--- src/rtl/ebs_pkg.sv ---
package ebs_pkg;
  typedef enum logic [1:0] {
    ST_IDLE    = 2'd0,
    ST_BASE    = 2'd1,
    ST_STRETCH = 2'd2,
    ST_DONE    = 2'd3
  } ebs_state_e;
endpackage

--- src/rtl/ebs_wait_sync.sv ---
module ebs_wait_sync #(
  parameter int STAGES = 2
) (
  input  logic clk,
  input  logic rst,
  input  logic async_in,
  output logic sync_out
);
  logic [STAGES-1:0] chain;

  generate
    if (STAGES == 1) begin : g_one
      always_ff @(posedge clk) begin
        if (rst) chain <= '0;
        else     chain <= async_in;
      end
    end else begin : g_many
      always_ff @(posedge clk) begin
        if (rst) chain <= '0;
        else     chain <= {chain[STAGES-2:0], async_in};
      end
    end
  endgenerate

  assign sync_out = chain[STAGES-1];
endmodule

--- src/rtl/ebs_seq.sv ---
module ebs_seq
  import ebs_pkg::*;
#(
  parameter int CFG_W = 3
) (
  input  logic             clk,
  input  logic             rst,
  input  logic             start,
  input  logic [CFG_W-1:0] cfg_n,
  input  logic             cfg_wait_en,
  input  logic             wait_s,
  output ebs_state_e       state,
  output logic             last_cycle
);
  localparam int CNT_W = CFG_W + 1;
  localparam logic [CNT_W-1:0] CNT_MAX = '1;

  logic [CFG_W-1:0] n_q;
  logic             wmode_q;
  logic             armed_q;
  logic [CNT_W-1:0] cnt_q;
  logic [CNT_W-1:0] fixed_end;

  assign fixed_end = {1'b0, n_q} + CNT_W'(1);

  always_comb begin
    last_cycle = 1'b0;
    if (state == ST_STRETCH) begin
      if (wmode_q) last_cycle = armed_q;
      else         last_cycle = (cnt_q == fixed_end);
    end
  end

  always_ff @(posedge clk) begin
    if (rst) begin
      state   <= ST_IDLE;
      n_q     <= '0;
      wmode_q <= 1'b0;
      armed_q <= 1'b0;
      cnt_q   <= '0;
    end else begin
      case (state)
        ST_IDLE: begin
          if (start) begin
            state   <= ST_BASE;
            n_q     <= cfg_n;
            wmode_q <= cfg_wait_en;
            armed_q <= 1'b0;
            cnt_q   <= '0;
          end
        end
        ST_BASE: begin
          state <= ST_STRETCH;
          cnt_q <= CNT_W'(1);
        end
        ST_STRETCH: begin
          if (last_cycle) begin
            state <= ST_DONE;
          end else begin
            if (cnt_q != CNT_MAX) cnt_q <= cnt_q + CNT_W'(1);
            if (wmode_q && !armed_q && !wait_s) armed_q <= 1'b1;
          end
        end
        default: state <= ST_IDLE;
      endcase
    end
  end

  // the wait-driven mode never finishes on its first stretch cycle
  p_wait_min_two_r5: assert property (@(posedge clk) disable iff (rst)
    (state == ST_STRETCH && wmode_q && cnt_q == CNT_W'(1)) |-> !last_cycle);

  // the programmed mode never counts past its latched setting
  p_fixed_bound_r3: assert property (@(posedge clk) disable iff (rst)
    (state == ST_STRETCH && !wmode_q) |-> (cnt_q <= fixed_end));

  // a wait sampled high before arming keeps the transfer going
  p_wait_extends_r6: assert property (@(posedge clk) disable iff (rst)
    (state == ST_STRETCH && wmode_q && !armed_q && wait_s) |=> (state == ST_STRETCH));
endmodule

--- src/rtl/ebs_pins.sv ---
module ebs_pins #(
  parameter int ADDR_W = 16,
  parameter int DATA_W = 16
) (
  input  logic              clk,
  input  logic              rst,
  input  logic              start,
  input  logic              last_cycle,
  input  logic              req_write,
  input  logic [ADDR_W-1:0] req_addr,
  input  logic [DATA_W-1:0] req_wdata,
  input  logic [DATA_W-1:0] ext_rdata,
  output logic              ext_cs,
  output logic              ext_rw,
  output logic              ext_data_oe,
  output logic [ADDR_W-1:0] ext_addr,
  output logic [DATA_W-1:0] ext_wdata,
  output logic              rsp_done,
  output logic [DATA_W-1:0] rsp_rdata
);
  always_ff @(posedge clk) begin
    if (rst) begin
      ext_cs      <= 1'b0;
      ext_rw      <= 1'b1;
      ext_data_oe <= 1'b0;
      ext_addr    <= '0;
      ext_wdata   <= '0;
      rsp_done    <= 1'b0;
      rsp_rdata   <= '0;
    end else begin
      rsp_done <= last_cycle;
      if (start) begin
        ext_cs      <= 1'b1;
        ext_rw      <= !req_write;
        ext_data_oe <= req_write;
        ext_addr    <= req_addr;
        ext_wdata   <= req_wdata;
      end else if (last_cycle) begin
        ext_cs      <= 1'b0;
        ext_data_oe <= 1'b0;
        if (ext_rw) rsp_rdata <= ext_rdata;
      end
    end
  end

  // completion lasts one clock
  p_done_pulse_r9: assert property (@(posedge clk) disable iff (rst)
    rsp_done |=> !rsp_done);

  // select release and completion coincide
  p_done_at_release_r9: assert property (@(posedge clk) disable iff (rst)
    $fell(ext_cs) |-> rsp_done);

  // pins hold while the select is active
  p_pins_hold_r7: assert property (@(posedge clk) disable iff (rst)
    (ext_cs && $past(ext_cs)) |-> ($stable(ext_addr) && $stable(ext_wdata) && $stable(ext_rw)));
endmodule

--- src/rtl/ext_stretch_ctrl.sv ---
module ext_stretch_ctrl
  import ebs_pkg::*;
#(
  parameter int ADDR_W      = 16,
  parameter int DATA_W      = 16,
  parameter int CFG_W       = 3,
  parameter int SYNC_STAGES = 2
) (
  input  logic              clk,
  input  logic              rst,
  input  logic              req_valid,
  output logic              req_ready,
  input  logic              req_write,
  input  logic [ADDR_W-1:0] req_addr,
  input  logic [DATA_W-1:0] req_wdata,
  output logic              rsp_done,
  output logic [DATA_W-1:0] rsp_rdata,
  input  logic [CFG_W-1:0]  cfg_stretch,
  input  logic              cfg_wait_en,
  input  logic              ext_wait,
  output logic              ext_cs,
  output logic              ext_rw,
  output logic              ext_data_oe,
  output logic [ADDR_W-1:0] ext_addr,
  output logic [DATA_W-1:0] ext_wdata,
  input  logic [DATA_W-1:0] ext_rdata
);
  ebs_state_e state;
  logic       last_cycle;
  logic       wait_s;
  logic       start;

  assign req_ready = (state == ST_IDLE);
  assign start     = req_valid && req_ready;

  ebs_wait_sync #(.STAGES(SYNC_STAGES)) u_sync (
    .clk      (clk),
    .rst      (rst),
    .async_in (ext_wait),
    .sync_out (wait_s)
  );

  ebs_seq #(.CFG_W(CFG_W)) u_seq (
    .clk         (clk),
    .rst         (rst),
    .start       (start),
    .cfg_n       (cfg_stretch),
    .cfg_wait_en (cfg_wait_en),
    .wait_s      (wait_s),
    .state       (state),
    .last_cycle  (last_cycle)
  );

  ebs_pins #(.ADDR_W(ADDR_W), .DATA_W(DATA_W)) u_pins (
    .clk         (clk),
    .rst         (rst),
    .start       (start),
    .last_cycle  (last_cycle),
    .req_write   (req_write),
    .req_addr    (req_addr),
    .req_wdata   (req_wdata),
    .ext_rdata   (ext_rdata),
    .ext_cs      (ext_cs),
    .ext_rw      (ext_rw),
    .ext_data_oe (ext_data_oe),
    .ext_addr    (ext_addr),
    .ext_wdata   (ext_wdata),
    .rsp_done    (rsp_done),
    .rsp_rdata   (rsp_rdata)
  );

  // an accepted request drives the select next cycle and drops ready
  p_accept_idle_r2: assert property (@(posedge clk) disable iff (rst)
    (req_valid && req_ready) |=> (ext_cs && !req_ready));

  // never ready while the off-chip transfer is active
  p_busy_not_ready_r2: assert property (@(posedge clk) disable iff (rst)
    ext_cs |-> !req_ready);
endmodule

--- config.mk ---
export PLATFORM = sky130hd
export DESIGN_NAME = ext_stretch_ctrl
export DESIGN_NICKNAME = d
export VERILOG_FILES = /design/src/rtl/ebs_pkg.sv /design/src/rtl/ebs_wait_sync.sv /design/src/rtl/ebs_seq.sv /design/src/rtl/ebs_pins.sv /design/src/rtl/ext_stretch_ctrl.sv
export SDC_FILE = /design/constraint.sdc
export NUM_CORES = 1
export LEC_CHECK = 0
export BUFFER_PORTS_ARGS = -buffer_cell sky130_fd_sc_hd__buf_2
export CORE_MARGIN = 3
export CORE_UTILIZATION = 54
export CTS_BUF_LIST = sky130_fd_sc_hd__clkbuf_4
export DETAILED_ROUTE_END_ITERATION = 7
export GPL_ROUTABILITY_DRIVEN = 1
export PLACE_DENSITY = 0.89
export SLEW_MARGIN = 40
export SYNTH_ARGS = -nofsm -noshare
export SYNTH_HDL_FRONTEND = slang
export SYNTH_HIERARCHICAL = 1
export SYNTH_SLANG_ARGS = --single-unit
--- constraint.sdc ---
create_clock -name clk -period 2.95 [get_ports clk]
set_input_delay 0.4425 -clock clk [delete_from_list [all_inputs] [get_ports clk]]
set_output_delay 0.4425 -clock clk [all_outputs]
set_load 0.01 [all_outputs]
==> metrics.md, run 1 <==
| Metric | Value |
|---|---|
| Hold Path Class | `primary input to flip-flop` |
| Area of the mapped netlist | `2740 µm²` |
| Die Height | `77.3 µm` |
| CP Launch Type | `flip-flop` |
| Final ANT Viol Nets | `0` |
| Kind of critical path | `flip-flop to flip-flop` |
| Synth async-reset ratio | `0%` |
| DR vias | `roughly 2200` |
| Share of cells above drive strength 1 | `35.4%` |
| Syn avg cell area | `10.0 µm²` |
| DIE WIDTH | `77.3 µm` |
| Final setup vio count | `0` |
| PostCTS Resize Cnt | `0` |
| Nature of the critical path endpoint | `flip-flop` |
| CTS sink count | `65` |
| Setup TNS | `0 ns` |
| Vias in the first global route | `2147` |
| Final Power | `0.00244 W` |
| Pwr per Cell Area | `708 nW/µm²` |
| DR vias/cell | `4.94` |
| Reg2reg start | `u_seq/cnt_q[2]$_SDFFE_PP0P_` |
| CTS tree | `done` |
| Max cap viols | `0` |
| CORE AREA | `4820 µm²` |
| DIE AREA | `5970 µm²` |
| Critical Path AT | `between 2 and 3 ns` |
| Initial antenna violation count | `0` |
| Drt drc | `0` |
| Hold Startpoint | `ext_wait` |
| Cts bufs inserted | `9` |
| Final worst path period share | `between 70% and 80%` |
| Starting density of the core | `57.0%` |
| Worst relative slew slack | `59.9%` |
| Peak supply drop | `460 µV` |
| Slowest-stage cell, CP | `xor3_1` |
| Post-synthesis cell type count | `39` |
| Post-CTS setup buffer count | `0` |
| Hold slack | `0.252 ns` |
| Fillers | `399` |
| Post-Synthesis Net Count | `337` |
| Ports | `110` |
| Top FF cell, synth | `dfxtp_1` |
| First-pass GRT wire length | `slightly below 10000 µm` |
| Status | `finished clean` |
| Post-Synthesis Cells | `between 200 and 300` |
| Max Root-Sink Buffers | `2` |
| Final slew viol count | `0` |
| Final worst path period need | `about 2.2 ns` |
| Slowest Stage Delay on Critical Path | `0.45 ns` |
| Yosys warning total | `6` |
| GRT overflow | `0` |
| Post-CTS Hold Fix Bufs | `0` |
| Routability cong. | `0.801` |
| Layout area overhead | `25.9%` |
| Worst-Skew Late Latency | `~0.40 ns` |
| Clock-pin slew on the worst setup and hold paths | `about 0.10 ns` |
| Peak Freq | `455 MHz` |
| 1st-iter DRT viols | `slightly above 100` |
| GRT Total Usage | `between 20% and 30%` |
| Crit path cell chain | `xor3_1 > nor2_2 > nand3_1 > a21boi_0 > and3b_1 > buf_4 > mux2i_1` |
| H-tree levels | `3` |
| Largest net degree at the start of global routing | `51` |
| Number of enable flip-flop cells after synthesis | `0` |
| CP required | `around 3.3 ns` |
| Std cell rows | `25` |
| Crit path max fanout | `16` |
| Clock root buffer | `clkbuf_4` |
| Net count, final | `445` |
| DR pass1 iterations | `4` |
| Worst Tran Pin Value | `0.601 ns` |
| Wire per inst | `13.3 µm` |
| Post-synthesis sequential area ratio | `47.4%` |
| Routed WL | `6040 µm` |
| Hold Violations, Final | `0` |
| Worst Setup SP | `u_seq/cnt_q[2]$_SDFFE_PP0P_` |
| Final Skew | `between 0.01 and 0.015 ns` |
| Leakage power | `1.64 nW` |
| RSZ-0062 raised after global routing | `false` |
| Ant. Diodes | `0` |
| DP Wirelength | `4410 µm` |
| FF+latch count, synth | `65` |
| I/O Buffers | `109` |
## power breakdown
group	switching, W	internal, W	leakage, nW
logic	0.000422	0.000369	1.03
registers	0.0000819	0.000991	0.531
clock network	0.000297	0.000282	0.0787
## sequential cells by signal (all words and copies together) (netlist names)
signal,flops
u_pins/ext_data_oe,1
u_sync/chain,2
u_seq/n_q,3
u_seq/state,2
u_pins/ext_wdata,16
u_seq/wmode_q,1
u_pins/rsp_done,1
u_seq/armed_q,1
u_pins/ext_cs,1
u_seq/cnt_q,4
u_pins/ext_rw,1
u_pins/rsp_rdata,16
u_pins/ext_addr,16
## final cells by class
class                           instances  area, µm²  share of cell area (%)
Clock buffer                           12       90.1                    2.61
Clock inverter                          4       43.8                    1.27
Inverter                                5       18.8                   0.543
Multi-Input combinational cell        189       1350                    39.0
Sequential cell                        65       1300                    37.7
Tap cell                               67       83.8                    2.43
Timing Repair Buffer                  112        568                    16.4
## layer usage
layer	global-route usage (%)	share of wire (%)
met1	25.4	43
met2	31.3	46
met3	7.86	8.7
met4	10.1	2.6
met5	0	0
## synthesized netlist by cell type (2+ instances only)
library cell  number  area share (%)
nor2_1            37             5.1
inv_1              5            0.68
buf_6              2            0.82
a21oi_1            8             1.5
dfxtp_1           65              47
buf_2              6             1.1
nand3_1            8             1.5
mux2i_1           51              19
o21ai_0            2            0.36
nand2b_1          33             7.5
buf_1              2            0.27
nor2b_1            4            0.91
clkbuf_1           4            0.55
ha_1               6             2.7
nand2_1           15             2.1
or3_1              2            0.46
xor2_1             2            0.64
## per-stage QoR
| stage | std cells | setup WS (ns) | util [%] | cell area, µm² |
|---|---|---|---|---|
| after floorplan | 274 | 0.962 | - | 2740 |
| after global placement | 438 | 0.870 | 68.9 | 3320 |
| after detailed placement | 438 | 0.752 | 68.9 | 3320 |
| after CTS | 454 | 0.738 | 71.7 | 3450 |
| after global routing | 454 | 0.568 | 71.7 | 3450 |
| final | 454 | 0.752 | 71.7 | 3450 |
## critical path, delay by kind of cell (launching register included)
kind | cells | cell delay, ns
xor+xnor | 1 | 0.45
buf+inv | 1 | 0.27
simple gates | 3 | 0.44
flops | 1 | 0.42
compound gates | 1 | 0.32
mux | 1 | 0.22
## worst paths after layout
kind | endpoint | slack (ns) | cells past startpoint
worst max-delay path | u_pins/rsp_rdata[1]$_SDFFE_PP0P_ | 0.75 | 7
worst min-delay path | u_sync/chain[0]$_SDFF_PP0_ | 0.25 | 2
worst max register to register | u_pins/rsp_rdata[1]$_SDFFE_PP0P_ | 0.75 | 7
worst min register to register | u_sync/chain[1]$_SDFF_PP0_ | 0.45 | 1
## layout by cell type (no fill, tap or decap), types with 3 or more instances in the layout
cell      netlist  routed
dfxtp_1        65      65
nor2_1         37      37
mux2i_1        51      51
nand3_1         8       8
clkbuf_4        0      12
buf_2           6     109
nor2b_1         4       4
a21oi_1         8       8
inv_1           5       5
ha_1            6       6
nand2b_1       33      33
buf_4           1       3
nand2_1        15      15
## cell families (layout without fill, tap and decap cells)
kind of cell | Yosys count | in the layout | synth area share (%)
buf+inv | 20 | 133 | 3.69
mux | 52 | 52 | 19.2
simple gates | 109 | 109 | 20.7
compound gates | 18 | 18 | 4.51
flops | 65 | 65 | 47.4
fa+ha+maj | 6 | 6 | 2.74
xor+xnor | 4 | 4 | 1.82
Note: power is estimated with default switching activity, not from simulation.
==> run 2: changes to the inputs <==
--- a/config.mk
+++ b/config.mk
@@ -5,13 +5,14 @@
 export SDC_FILE = /design/constraint.sdc
 export NUM_CORES = 1
 export LEC_CHECK = 0
+export ABC_AREA = 1
 export BUFFER_PORTS_ARGS = -buffer_cell sky130_fd_sc_hd__buf_2
 export CORE_MARGIN = 3
-export CORE_UTILIZATION = 54
+export CORE_UTILIZATION = 50
 export CTS_BUF_LIST = sky130_fd_sc_hd__clkbuf_4
 export DETAILED_ROUTE_END_ITERATION = 7
 export GPL_ROUTABILITY_DRIVEN = 1
-export PLACE_DENSITY = 0.89
+export PLACE_DENSITY = 0.83
 export SLEW_MARGIN = 40
 export SYNTH_ARGS = -nofsm -noshare
 export SYNTH_HDL_FRONTEND = slang
==> constraint.sdc (replaced) <==
create_clock -name clk -period 2.27 [get_ports clk]
set_input_delay 0.3405 -clock clk [delete_from_list [all_inputs] [get_ports clk]]
set_output_delay 0.3405 -clock clk [all_outputs]
set_load 0.01 [all_outputs]
==> run 2 against run 1 <==
Compared with the run above: clock-buffer cell count is 2 lower; global-route usage is 0.095 points higher; sequential share of layout area is essentially flat; synthesized area barely moved; worst hold slack worse by 0.10 ns; fmax up 13%; routed wire length up 3.2%; utilization down 5.4 points; synthesized cell count rose by 39%; sequential power up 47%; combinational power grew 88%; die area rose by 7.4%; highest routed layer unchanged.
==> metrics.md, run 2 <==
| Metric | Value |
|---|---|
| Biggest regs | `u_pins/ext_addr: 16 flops, u_pins/ext_wdata: 16 flops, u_pins/rsp_rdata: 16 flops` |
| CORE AREA | `5200 µm² (+8.1%)` |
| Final worst path period share | `85.6% (+11 points)` |
| Number of enable flip-flop cells after synthesis | `0 (unchanged)` |
| Net count, final | `553 (+24%)` |
| Power Internal | `0.00231 W (+41%)` |
| I/O Buffers | `109 (unchanged)` |
| FF+latch count, synth | `65 (unchanged)` |
| Vias in the first global route | `2536 (+18%)` |
| RSZ-0062 raised after global routing | `false` |
| Final ANT Viol Nets | `0 (unchanged)` |
| Starting density of the core | `52.7% (-4.2 points)` |
| Max cap viols | `0 (unchanged)` |
| Commonest non-fill, non-tap cells in the layout | `nor2_1 (110), buf_2 (109), dfxtp_1 (65), nand2_1 (63), inv_1 (39)` |
| DR vias/cell | `4.69 (-5.1%)` |
| DP Wirelength | `4490 µm (+1.7%)` |
| Routability cong. | `0.825 (+3.0%)` |
| PostCTS Resize Cnt | `0 (unchanged)` |
| DR vias | `2649 (+18%)` |
| CTS sink count | `65 (unchanged)` |
| Sequential share of power | `41.3% (-2.6 points)` |
| Slowest Stage Delay on Critical Path | `0.43 ns (-0.02 ns)` |
| Top Family by Delay on Critical Path | `simple AND/OR/NAND/NOR gates` |
| DR pass1 iterations | `4 (unchanged)` |
| Syn avg cell area | `7.21 µm² (-28%)` |
| Nature of the critical path endpoint | `flip-flop` |
| Crit path max fanout | `32 (+16)` |
| Std cell rows | `26 (+4.0%)` |
| Worst Tran Pin Value | `0.429 ns (-0.172 ns)` |
| Crit path cell chain | `ha_1 > nand2_1 > nand2_2 > nor2_1 > nand3_1 > nand2_2 > nand3_4 > inv_2 > nand3_4 > nor2_1 > nor2_1` |
| Reg2reg start | `u_seq/n_q[0]$_SDFFE_PP0P_` |
| Commonest cells in the netlist | `nor2_1 (110), dfxtp_1 (65), nand2_1 (63), inv_1 (39), o21ai_0 (36)` |
| Most common cell in the netlist | `nor2_1` |
| CTS tree | `done` |
| Final worst path period need | `1.94 ns (-0.255 ns)` |
| Synth async-reset ratio | `0% (unchanged)` |
| 1st-iter DRT viols | `157 (+52%)` |
| Worst Setup SP | `u_seq/n_q[0]$_SDFFE_PP0P_` |
| Worst relative slew slack | `71.0% (+11 points)` |
| Area of placed instances | `3320 µm² (about the same)` |
| Critical Path AT | `2.23 ns (-0.29 ns)` |
| Initial antenna violation count | `0 (unchanged)` |
| Hold Startpoint | `ext_wait` |
| Gate power share | `39.1% (+6.7 points)` |
| Area of the mapped netlist | `2750 µm² (about the same)` |
| Yosys warning total | `6 (unchanged)` |
| Commonest non-fill, non-tap cell in the layout | `nor2_1` |
| Cts bufs inserted | `9 (unchanged)` |
| Post-synthesis sequential area ratio | `47.4% (about the same)` |
| CP required | `2.56 ns (-0.71 ns)` |
| Wire per inst | `11.0 µm (-17%)` |
| Post-Synthesis Cells | `381 (+39%)` |
| Clock root buffer | `clkbuf_4` |
| Post-synthesis cell type count | `26 (-33%)` |
| Final Skew | `0.0106 ns (-0.00100 ns)` |
| Status | `finished clean` |
| Hold Path Class | `primary input to flip-flop` |
| Post-Synthesis Net Count | `444 (+32%)` |
| DIE AREA | `6420 µm² (+7.4%)` |
| Drt drc | `0 (unchanged)` |
| Top cells by area, synth | `dfxtp_1 (47%), nor2_1 (15%), nand2_1 (8.6%)` |
| Post-CTS setup buffer count | `0 (unchanged)` |
| Worst-Skew Late Latency | `0.39 ns (about the same)` |
| Die Height | `80.1 µm (+3.6%)` |
| Peak Freq | `515 MHz (+13%)` |
| Kind of critical path | `flip-flop to flip-flop` |
| Post-CTS Hold Fix Bufs | `0 (unchanged)` |
| Cell accounting for the most synthesized area | `dfxtp_1` |
| Pwr per Cell Area | `1100 nW/µm² (+56%)` |
| Final slew viol count | `0 (unchanged)` |
| Clock power frac | `19.6% (-4.1 points)` |
| Largest net degree at the start of global routing | `51 (unchanged)` |
| Max Root-Sink Buffers | `2 (unchanged)` |
| Clock-pin slew on the worst setup and hold paths | `0.10 ns (about the same)` |
| Layout area overhead | `25.7%` |
| Ports | `110 (unchanged)` |
| H-tree levels | `3 (unchanged)` |
| Ant. Diodes | `0 (unchanged)` |
| Leakage power | `1.89 nW (+15%)` |
| Top FF cell, synth | `dfxtp_1` |
| GRT overflow | `0 (unchanged)` |
| First-pass GRT wire length | `10500 µm (+7.4%)` |
| Synth top area share | `47.4% (about the same)` |
| Setup TNS | `0 ns (unchanged)` |
| Peak supply drop | `563 µV (+22%)` |
| CP Launch Type | `flip-flop` |
| Final instance area | `3450 µm² (about the same)` |
| Fillers | `461 (+16%)` |
| GRT Total Usage | `20.7% (+0.095 points)` |
| DIE WIDTH | `80.1 µm (+3.6%)` |
| Switching pwr | `0.00150 W (+87%)` |
| Share of cells above drive strength 1 | `30.1% (-5.3 points)` |
| Buf+Inv Stages, Crit Path | `1 (unchanged)` |
| Final setup vio count | `0 (unchanged)` |
| Critical path's most frequent cell | `nor2_1` |
| Hold Violations, Final | `0 (unchanged)` |
| Sw Ratio | `39.4% (+6.6 points)` |
| Routed WL | `6230 µm (+3.2%)` |
| Slowest-stage cell, CP | `dfxtp_1` |
-- run 2: final cells by class --
class	count	area (µm²)	share of cell area, %
Timing Repair Buffer	112	568	16.5
Tap cell	70	87.6	2.54
Multi-Input combinational cell	256	1180	34.3
Clock buffer	10	75.1	2.18
Sequential cell	65	1300	37.7
Inverter	46	175	5.08
Clock inverter	6	58.8	1.70
-- run 2: per-stage QoR --
stage          utilization (%)  hold slack [ns]  setup slack [ns]  total power, W  cells
6_report                  66.3            0.150             0.327         0.00381    565
5_1_grt                   66.3            0.134            0.0428         0.00415    565
4_1_cts                   66.3            0.131             0.302         0.00385    565
3_5_place_dp              63.7            0.398             0.320         0.00309    549
3_3_place_gp              63.7            0.392             0.408         0.00304    549
2_1_floorplan                -            0.388             0.582         0.00265    381
-- run 2: power groups by stage --
stage	Combinational (W)	Clock, W	Sequential (W)
CTS	0.00150	0.000771	0.00157
finish	0.00149	0.000748	0.00157
global placement	0.00145	0	0.00159
global route	0.00171	0.000827	0.00162
floorplan	0.000985	0	0.00167
detailed placement	0.00150	0	0.00159
-- run 2: kinds of logic (layout without fill, tap and decap cells) --
logic type               after synthesis  in the layout  share of synthesized area, %
AO/OA/AOI/OAI                         49             49                          9.43
XOR/XNOR                               1              1                         0.319
adder cells (fa/ha/maj)                6              6                          2.73
buffers and inverters                 60            174                          9.43
flip-flops                            65             65                          47.4
AND/OR/NAND/NOR                      200            200                          30.7
-- run 2: worst min-delay path, cell delays in order --
cell    delay, ns
buf_2        0.10
inv_1        0.04
nor2_1       0.03
-- run 2: layer usage --
layer	GRT usage, %	part of all wire [%]	up-vias
met5	0	0	-
met4	9.12	2.4	0
met3	7.96	7.7	14
met2	32.6	47	86
met1	24.9	43	1165
li1	-	-	1384
-- run 2: worst paths after layout --
path,endpoint,slack [ns],cells past startpoint
max,u_pins/rsp_rdata[10]$_SDFFE_PP0P_,0.33,11
min,u_sync/chain[0]$_SDFF_PP0_,0.15,3
max reg2reg,u_pins/rsp_rdata[10]$_SDFFE_PP0P_,0.33,11
min reg2reg,u_sync/chain[1]$_SDFF_PP0_,0.41,2
